`config.mk`:
```
export PLATFORM = sky130hd
export DESIGN_NAME = tc_bitplane_tiler
export DESIGN_NICKNAME = d
export VERILOG_FILES = /design/src/rtl/tc_pkg.sv /design/src/rtl/tc_rom_lane.sv /design/src/rtl/tc_row_store.sv /design/src/rtl/tc_sliver_pack.sv /design/src/rtl/tc_bitplane_tiler.sv
export SDC_FILE = /design/constraint.sdc
export NUM_CORES = 1
export LEC_CHECK = 0
export BUFFER_PORTS_ARGS = -buffer_cell sky130_fd_sc_hd__buf_2
export CORE_UTILIZATION = 40
export CTS_BUF_LIST = sky130_fd_sc_hd__clkbuf_4
export CTS_CLUSTER_SIZE = 12
export DETAILED_ROUTE_END_ITERATION = 16
export PLACE_DENSITY = 0.57
export SLEW_MARGIN = 40
export SYNTH_ARGS = -nofsm -noshare
export SYNTH_HDL_FRONTEND = slang
export SYNTH_HIERARCHICAL = 1
export SYNTH_SLANG_ARGS = --single-unit
```
`constraint.sdc`:
```
create_clock -name clk -period 3.69 [get_ports clk]
set_input_delay 0.1845 -clock clk [delete_from_list [all_inputs] [get_ports clk]]
set_output_delay 0.1845 -clock clk [all_outputs]
set_load 0.01 [all_outputs]
```
`src/rtl/tc_pkg.sv`:
```
package tc_pkg;
    localparam int TC_HALF_PX = 8;
    localparam int TC_PLANES  = 4;
    localparam int TC_ROWS    = 16;

    typedef enum logic {
        PH_RIGHT = 1'b0,
        PH_LEFT  = 1'b1
    } phase_e;
endpackage

```
`src/rtl/tc_rom_lane.sv`:
```
module tc_rom_lane #(
    parameter int BYTE_W = 8,
    parameter int BYTES  = 2,
    localparam int CNT_W = $clog2(BYTES + 1),
    localparam int PAIR_W = BYTE_W * BYTES
) (
    input  logic              clk,
    input  logic              rst_n,
    input  logic              in_valid,
    input  logic [BYTE_W-1:0] in_data,
    output logic              in_ready,
    input  logic              consume,
    output logic              full,
    output logic [PAIR_W-1:0] pair
);
    typedef struct packed {
        logic [CNT_W-1:0]  cnt;
        logic [PAIR_W-1:0] data;
    } lane_t;

    lane_t st_d, st_q;
    logic  take;

    always_comb begin
        st_d     = st_q;
        in_ready = (st_q.cnt < CNT_W'(BYTES));
        full     = (st_q.cnt == CNT_W'(BYTES));
        pair     = st_q.data;
        take     = in_valid && in_ready;
        if (take) begin
            for (int b = 0; b < BYTES; b++) begin
                if (st_q.cnt == CNT_W'(b)) begin
                    st_d.data[b*BYTE_W +: BYTE_W] = in_data;
                end
            end
            st_d.cnt = st_q.cnt + CNT_W'(1);
        end
        if (consume && full) begin
            st_d.cnt = '0;
        end
    end

    always_ff @(posedge clk or negedge rst_n) begin
        if (!rst_n) begin
            st_q <= '0;
        end else begin
            st_q <= st_d;
        end
    end

    // a completed group is held until the controller takes it
    a_r9_pair_held: assert property (@(posedge clk) disable iff (!rst_n)
        (full && !consume) |=> full);
endmodule

```
`src/rtl/tc_row_store.sv`:
```
module tc_row_store #(
    parameter int ROWS   = 16,
    parameter int WORD_W = 32,
    localparam int AW = $clog2(ROWS)
) (
    input  logic              clk,
    input  logic              rst_n,
    input  logic              we,
    input  logic [AW-1:0]     addr,
    input  logic [WORD_W-1:0] wdata,
    output logic [WORD_W-1:0] rdata
);
    logic [WORD_W-1:0] mem_d [ROWS];
    logic [WORD_W-1:0] mem_q [ROWS];

    always_comb begin
        for (int r = 0; r < ROWS; r++) begin
            mem_d[r] = mem_q[r];
        end
        if (we) begin
            mem_d[addr] = wdata;
        end
        rdata = mem_q[addr];
    end

    always_ff @(posedge clk or negedge rst_n) begin
        if (!rst_n) begin
            for (int r = 0; r < ROWS; r++) begin
                mem_q[r] <= '0;
            end
        end else begin
            for (int r = 0; r < ROWS; r++) begin
                mem_q[r] <= mem_d[r];
            end
        end
    end
endmodule

```
`src/rtl/tc_sliver_pack.sv`:
```
module tc_sliver_pack #(
    parameter int HALF_PX = 8,
    parameter int PLANES  = 4,
    localparam int HALF_W = HALF_PX * PLANES,
    localparam int OUT_W  = 2 * HALF_W
) (
    input  logic [HALF_W-1:0] left_planes,
    input  logic [HALF_W-1:0] right_planes,
    output logic [OUT_W-1:0]  sliver
);
    // plane p byte sits at [p*HALF_PX +: HALF_PX]; bit k of it is pixel k of the half
    for (genvar h = 0; h < 2; h++) begin : g_half
        for (genvar k = 0; k < HALF_PX; k++) begin : g_px
            for (genvar p = 0; p < PLANES; p++) begin : g_pl
                if (h == 0) begin : g_l
                    assign sliver[(h*HALF_PX + k)*PLANES + p] = left_planes[p*HALF_PX + k];
                end else begin : g_r
                    assign sliver[(h*HALF_PX + k)*PLANES + p] = right_planes[p*HALF_PX + k];
                end
            end
        end
    end
endmodule

```
`src/rtl/tc_bitplane_tiler.sv`:
```
module tc_bitplane_tiler
    import tc_pkg::*;
#(
    parameter int HALF_PX = TC_HALF_PX,
    parameter int PLANES  = TC_PLANES,
    parameter int ROWS    = TC_ROWS,
    localparam int LANE_BYTES = PLANES / 2,
    localparam int LANE_W     = HALF_PX * LANE_BYTES,
    localparam int HALF_W     = HALF_PX * PLANES,
    localparam int OUT_W      = 2 * HALF_W,
    localparam int RW         = $clog2(ROWS)
) (
    input  logic               clk,
    input  logic               rst_n,
    input  logic               odd_valid,
    input  logic [HALF_PX-1:0] odd_data,
    output logic               odd_ready,
    input  logic               even_valid,
    input  logic [HALF_PX-1:0] even_data,
    output logic               even_ready,
    output logic               out_valid,
    output logic [OUT_W-1:0]   out_data,
    input  logic               out_ready
);
    typedef struct packed {
        phase_e           phase;
        logic [RW-1:0]    row;
        logic             ovalid;
        logic [OUT_W-1:0] odata;
    } ctl_t;

    ctl_t st_d, st_q;

    logic               ln_valid [2];
    logic [HALF_PX-1:0] ln_data  [2];
    logic               ln_ready [2];
    logic               ln_full  [2];
    logic [LANE_W-1:0]  ln_pair  [2];
    logic               consume;

    assign ln_valid[0] = odd_valid;
    assign ln_data[0]  = odd_data;
    assign ln_valid[1] = even_valid;
    assign ln_data[1]  = even_data;
    assign odd_ready   = ln_ready[0];
    assign even_ready  = ln_ready[1];

    // lane 0 = odd ROM (planes 0,1), lane 1 = even ROM (planes 2,3)
    for (genvar g = 0; g < 2; g++) begin : g_lane
        tc_rom_lane #(.BYTE_W(HALF_PX), .BYTES(LANE_BYTES)) u_lane (
            .clk      (clk),
            .rst_n    (rst_n),
            .in_valid (ln_valid[g]),
            .in_data  (ln_data[g]),
            .in_ready (ln_ready[g]),
            .consume  (consume),
            .full     (ln_full[g]),
            .pair     (ln_pair[g])
        );
    end

    logic [HALF_W-1:0] row_planes;
    logic [HALF_W-1:0] right_planes;
    logic [OUT_W-1:0]  packed_row;
    logic              both_full, slot_free, fire_right, fire_left;

    assign row_planes = {ln_pair[1], ln_pair[0]};

    tc_row_store #(.ROWS(ROWS), .WORD_W(HALF_W)) u_store (
        .clk   (clk),
        .rst_n (rst_n),
        .we    (fire_right),
        .addr  (st_q.row),
        .wdata (row_planes),
        .rdata (right_planes)
    );

    tc_sliver_pack #(.HALF_PX(HALF_PX), .PLANES(PLANES)) u_pack (
        .left_planes  (row_planes),
        .right_planes (right_planes),
        .sliver       (packed_row)
    );

    always_comb begin
        st_d       = st_q;
        both_full  = ln_full[0] && ln_full[1];
        slot_free  = !st_q.ovalid || out_ready;
        fire_right = both_full && (st_q.phase == PH_RIGHT);
        fire_left  = both_full && (st_q.phase == PH_LEFT) && slot_free;
        consume    = fire_right || fire_left;

        if (out_ready) begin
            st_d.ovalid = 1'b0;
        end
        if (fire_left) begin
            st_d.ovalid = 1'b1;
            st_d.odata  = packed_row;
        end
        if (consume) begin
            if (st_q.row == RW'(ROWS - 1)) begin
                st_d.row   = '0;
                st_d.phase = (st_q.phase == PH_RIGHT) ? PH_LEFT : PH_RIGHT;
            end else begin
                st_d.row = st_q.row + RW'(1);
            end
        end
        out_valid = st_q.ovalid;
        out_data  = st_q.odata;
    end

    always_ff @(posedge clk or negedge rst_n) begin
        if (!rst_n) begin
            st_q <= '{phase: PH_RIGHT, row: '0, ovalid: 1'b0, odata: '0};
        end else begin
            st_q <= st_d;
        end
    end

    // a stalled word is neither dropped nor altered
    a_r7_hold_word: assert property (@(posedge clk) disable iff (!rst_n)
        (out_valid && !out_ready) |=> (out_valid && $stable(out_data)));

    // a fresh word is only ever produced while pairing left-column rows
    a_r6_emit_left_only: assert property (@(posedge clk) disable iff (!rst_n)
        $rose(out_valid) |-> ($past(st_q.phase) == PH_LEFT));

    // the column phase only turns over after the last row
    a_r5_phase_at_last_row: assert property (@(posedge clk) disable iff (!rst_n)
        (st_q.phase != $past(st_q.phase)) |-> ($past(st_q.row) == RW'(ROWS - 1)));
endmodule

```
==> metrics.txt <==
placed cell count=2614; distinct cell type count of the synthesized netlist=35; Setup Skew=37.7 ps; number of synthesized flops with an enable pin=0; Core ar.=70500 um2; # setup viols final=0; top cells by area, synth=dfrtp_1 54%, mux2_2 20%, mux4_2 10%; routed via count=15.5k; chip height=270 um; Num CTS Buffers=165; internal power=0.0129 W; P per Cell Area=614 nW/um2; Seq pwr share=0.463; Detailed Route Iter0 Violations=780; initial antenna violation count=2; dpl hpwl=40.1 mm; critical path class=reg -> reg; # DRC=0; fillers=6325; Syn Nets=1850; total global-route track usage=0.194; aggregate global routing overflow=0; fin cells=2951; reg2reg start=g_lane[0].u_lane/st_q[16]; Root Driver=clkbuf_4; MaxCap Viol Count=0; Area growth syn-to-layout=10.4%; setup bufs post-CTS=0; met1 wire length=30.5 mm; vias in the first global route=17.4k; max-slew violations=0; gpl congestion=0.731; Clock Power Share=0.309; Initial Util=0.407; flops & latches, synth=618; most frequent cell after synthesis=dfrtp_1; cell accounting for the most synthesized area=dfrtp_1; Yosys warning count=6; CP arrival=3880 ps; top cell type's share of synthesized area=0.539; H-tree levels=4; Final Hold Viols=0; combinational fraction of design power=0.228; Setup WS pre-CTS=690 ps; crit path launch type=register; die area=72800 um2; fmax=331 MHz; global-route wire length before repair=107 mm; minimum clock period=3030 ps; outcome=finished clean; Post-synth top flop=dfrtp_1; Max clock buf depth=3; Tightest Hold Check Type=in -> reg; HP Start=odd_valid; CP max FO=19; layout cells sized above 1=0.585; Worst-Skew Late Latency=990 ps; RSZ-0062 raised after global routing=false; Row Count=97; Mapped Area=28700 um2; Rel. slew slack=0.513; Worst setup EP type=register; Clock Sinks=618; cell area after layout=31700 um2; sw frac=0.335; CTS tree=built; Leak=15.7 nW; DR top layer=met4; wire per inst=23.1 um; Clock Pin Slew Worst Setup and Hold Paths=60 ps; Met2 Routed Length=33.4 mm; Final period util=0.820; Post-synth top cells=618 x dfrtp_1, 510 x mux2_2, 172 x buf_4; worst endpoint required time=4550 ps; register area share after synthesis=0.539; post-route ant nets=0; Design Power=0.0194 W; post-route setup slack=665 ps; synthesized area per cell=15.7 um2; DP Area=29100 um2; Post-Synthesis Cells=1822; worst slew pin tran=731 ps; Ports=88; FFs w/ async S/R, synth=1.00; pin count of the biggest net entering global routing=84; drt first pass iters=5; Max IR drop VDD=0.339 mV; Post-Route WL=68.1 mm; Net Sw Power=0.00652 W; Port Buffers=87; WL met3=2.66 mm; Setup TNS Final=0 ps; Die X=270 um; vias per inst=5.25; Worst Setup SP=g_lane[0].u_lane/st_q[16]; Final #Nets=1912
-- metal layers --
layer	GRT usage	up-vias
li1	-	6714
met1	0.254	8357
met2	0.317	325
met3	0.0389	100
met4	0.0791	0
met5	0	-
-- area by class of cell --
type	instances	area, um2	share of cell area
inverter	4	15.0	0.000474
timing repair buffer	192	1640	0.0518
sequential	618	15500	0.488
tap	940	1180	0.0371
antenna	5	12.5	0.000395
clock inverter	41	223	0.00703
clock buffer	248	1860	0.0588
multi-input combinational	903	11300	0.356
-- registers in the layout (all words and copies together) (netlist names) --
signal / cells
g_lane.u_lane/pair: 32
g_lane.u_lane/st_q: 4
out_data: 64
out_valid: 1
st_q: 5
u_store/mem_q: 512
-- power by group through the flow --
stage / Sequential (W) / Clock (W) / Combinational (W)
detailed placement: 0.00915 / 0 / 0.00443
floorplan: 0.00796 / 0 / 0.00463
CTS: 0.00903 / 0.00627 / 0.00450
global placement: 0.00909 / 0 / 0.00437
global route: 0.00920 / 0.00664 / 0.00472
finish: 0.00900 / 0.00602 / 0.00442
-- final timing paths --
kind	cells past startpoint	end	slack [ps]
setup / recovery	8	u_store/mem_q[374]	660
hold / removal	5	g_lane[0].u_lane/st_q[16]	230
setup reg to reg	8	u_store/mem_q[374]	660
hold reg to reg	1	u_store/mem_q[390]	490
max in group asynchronous	5	u_store/mem_q[137]	2430
min in group asynchronous	4	u_store/mem_q[112]	350
-- cell families (layout without fill, tap and decap cells) --
kind of cell             Yosys count  count (layout)  synth area share
multiplexers                     738             738             0.352
flip-flops                       618             618             0.539
buffers and inverters            301             485            0.0716
AND/OR/NAND/NOR                   80              80            0.0148
AO/OA/AOI/OAI                     75              75            0.0190
adder cells (fa/ha/maj)            7               7           0.00305
XOR/XNOR                           3               3          0.000916
other                              0               5                 0
-- stage by stage --
step / hold WS, ps / utilization
2_1_floorplan: -111 / -
3_3_place_gp: 371 / 0.413
3_5_place_dp: 133 / 0.413
4_1_cts: 114 / 0.449
5_1_grt: 168 / 0.449
6_report: 228 / 0.449
-- placed cells by master, fill, tap and decap left out, types with 5 or more instances in the layout --
master and instances:
nand2_1 35, ha_1 7, dfrtp_1 616, clkbuf_4 248
clkinv_2 7, mux2_1 9, a21oi_1 8, mux4_2 128
diode_2 5, a22oi_1 64, mux2_4 90, buf_4 40
clkinv_1 26, nand2_2 5, buf_12 21, buf_2 86
dlygate4sd3_1 42, nor2_4 10, mux2_2 510
-- critical path, cell delays in order (launching register included) --
cell and delay, ps:
dfrtp_1 410, inv_1 110, ha_1 250, nand2_1 130, nor2_1 270, nand3b_1 320
or3_2 800, buf_12 290, mux2_4 310
-- timing repair --
item / 4_1_cts / 5_1_grt
hold endpoints to repair: 673 / 0
resized for setup: 0 / 0
setup endpoints to repair: 0 / 0
hold buffers: 43 / 0
Note: power is estimated with default switching activity, not from simulation.
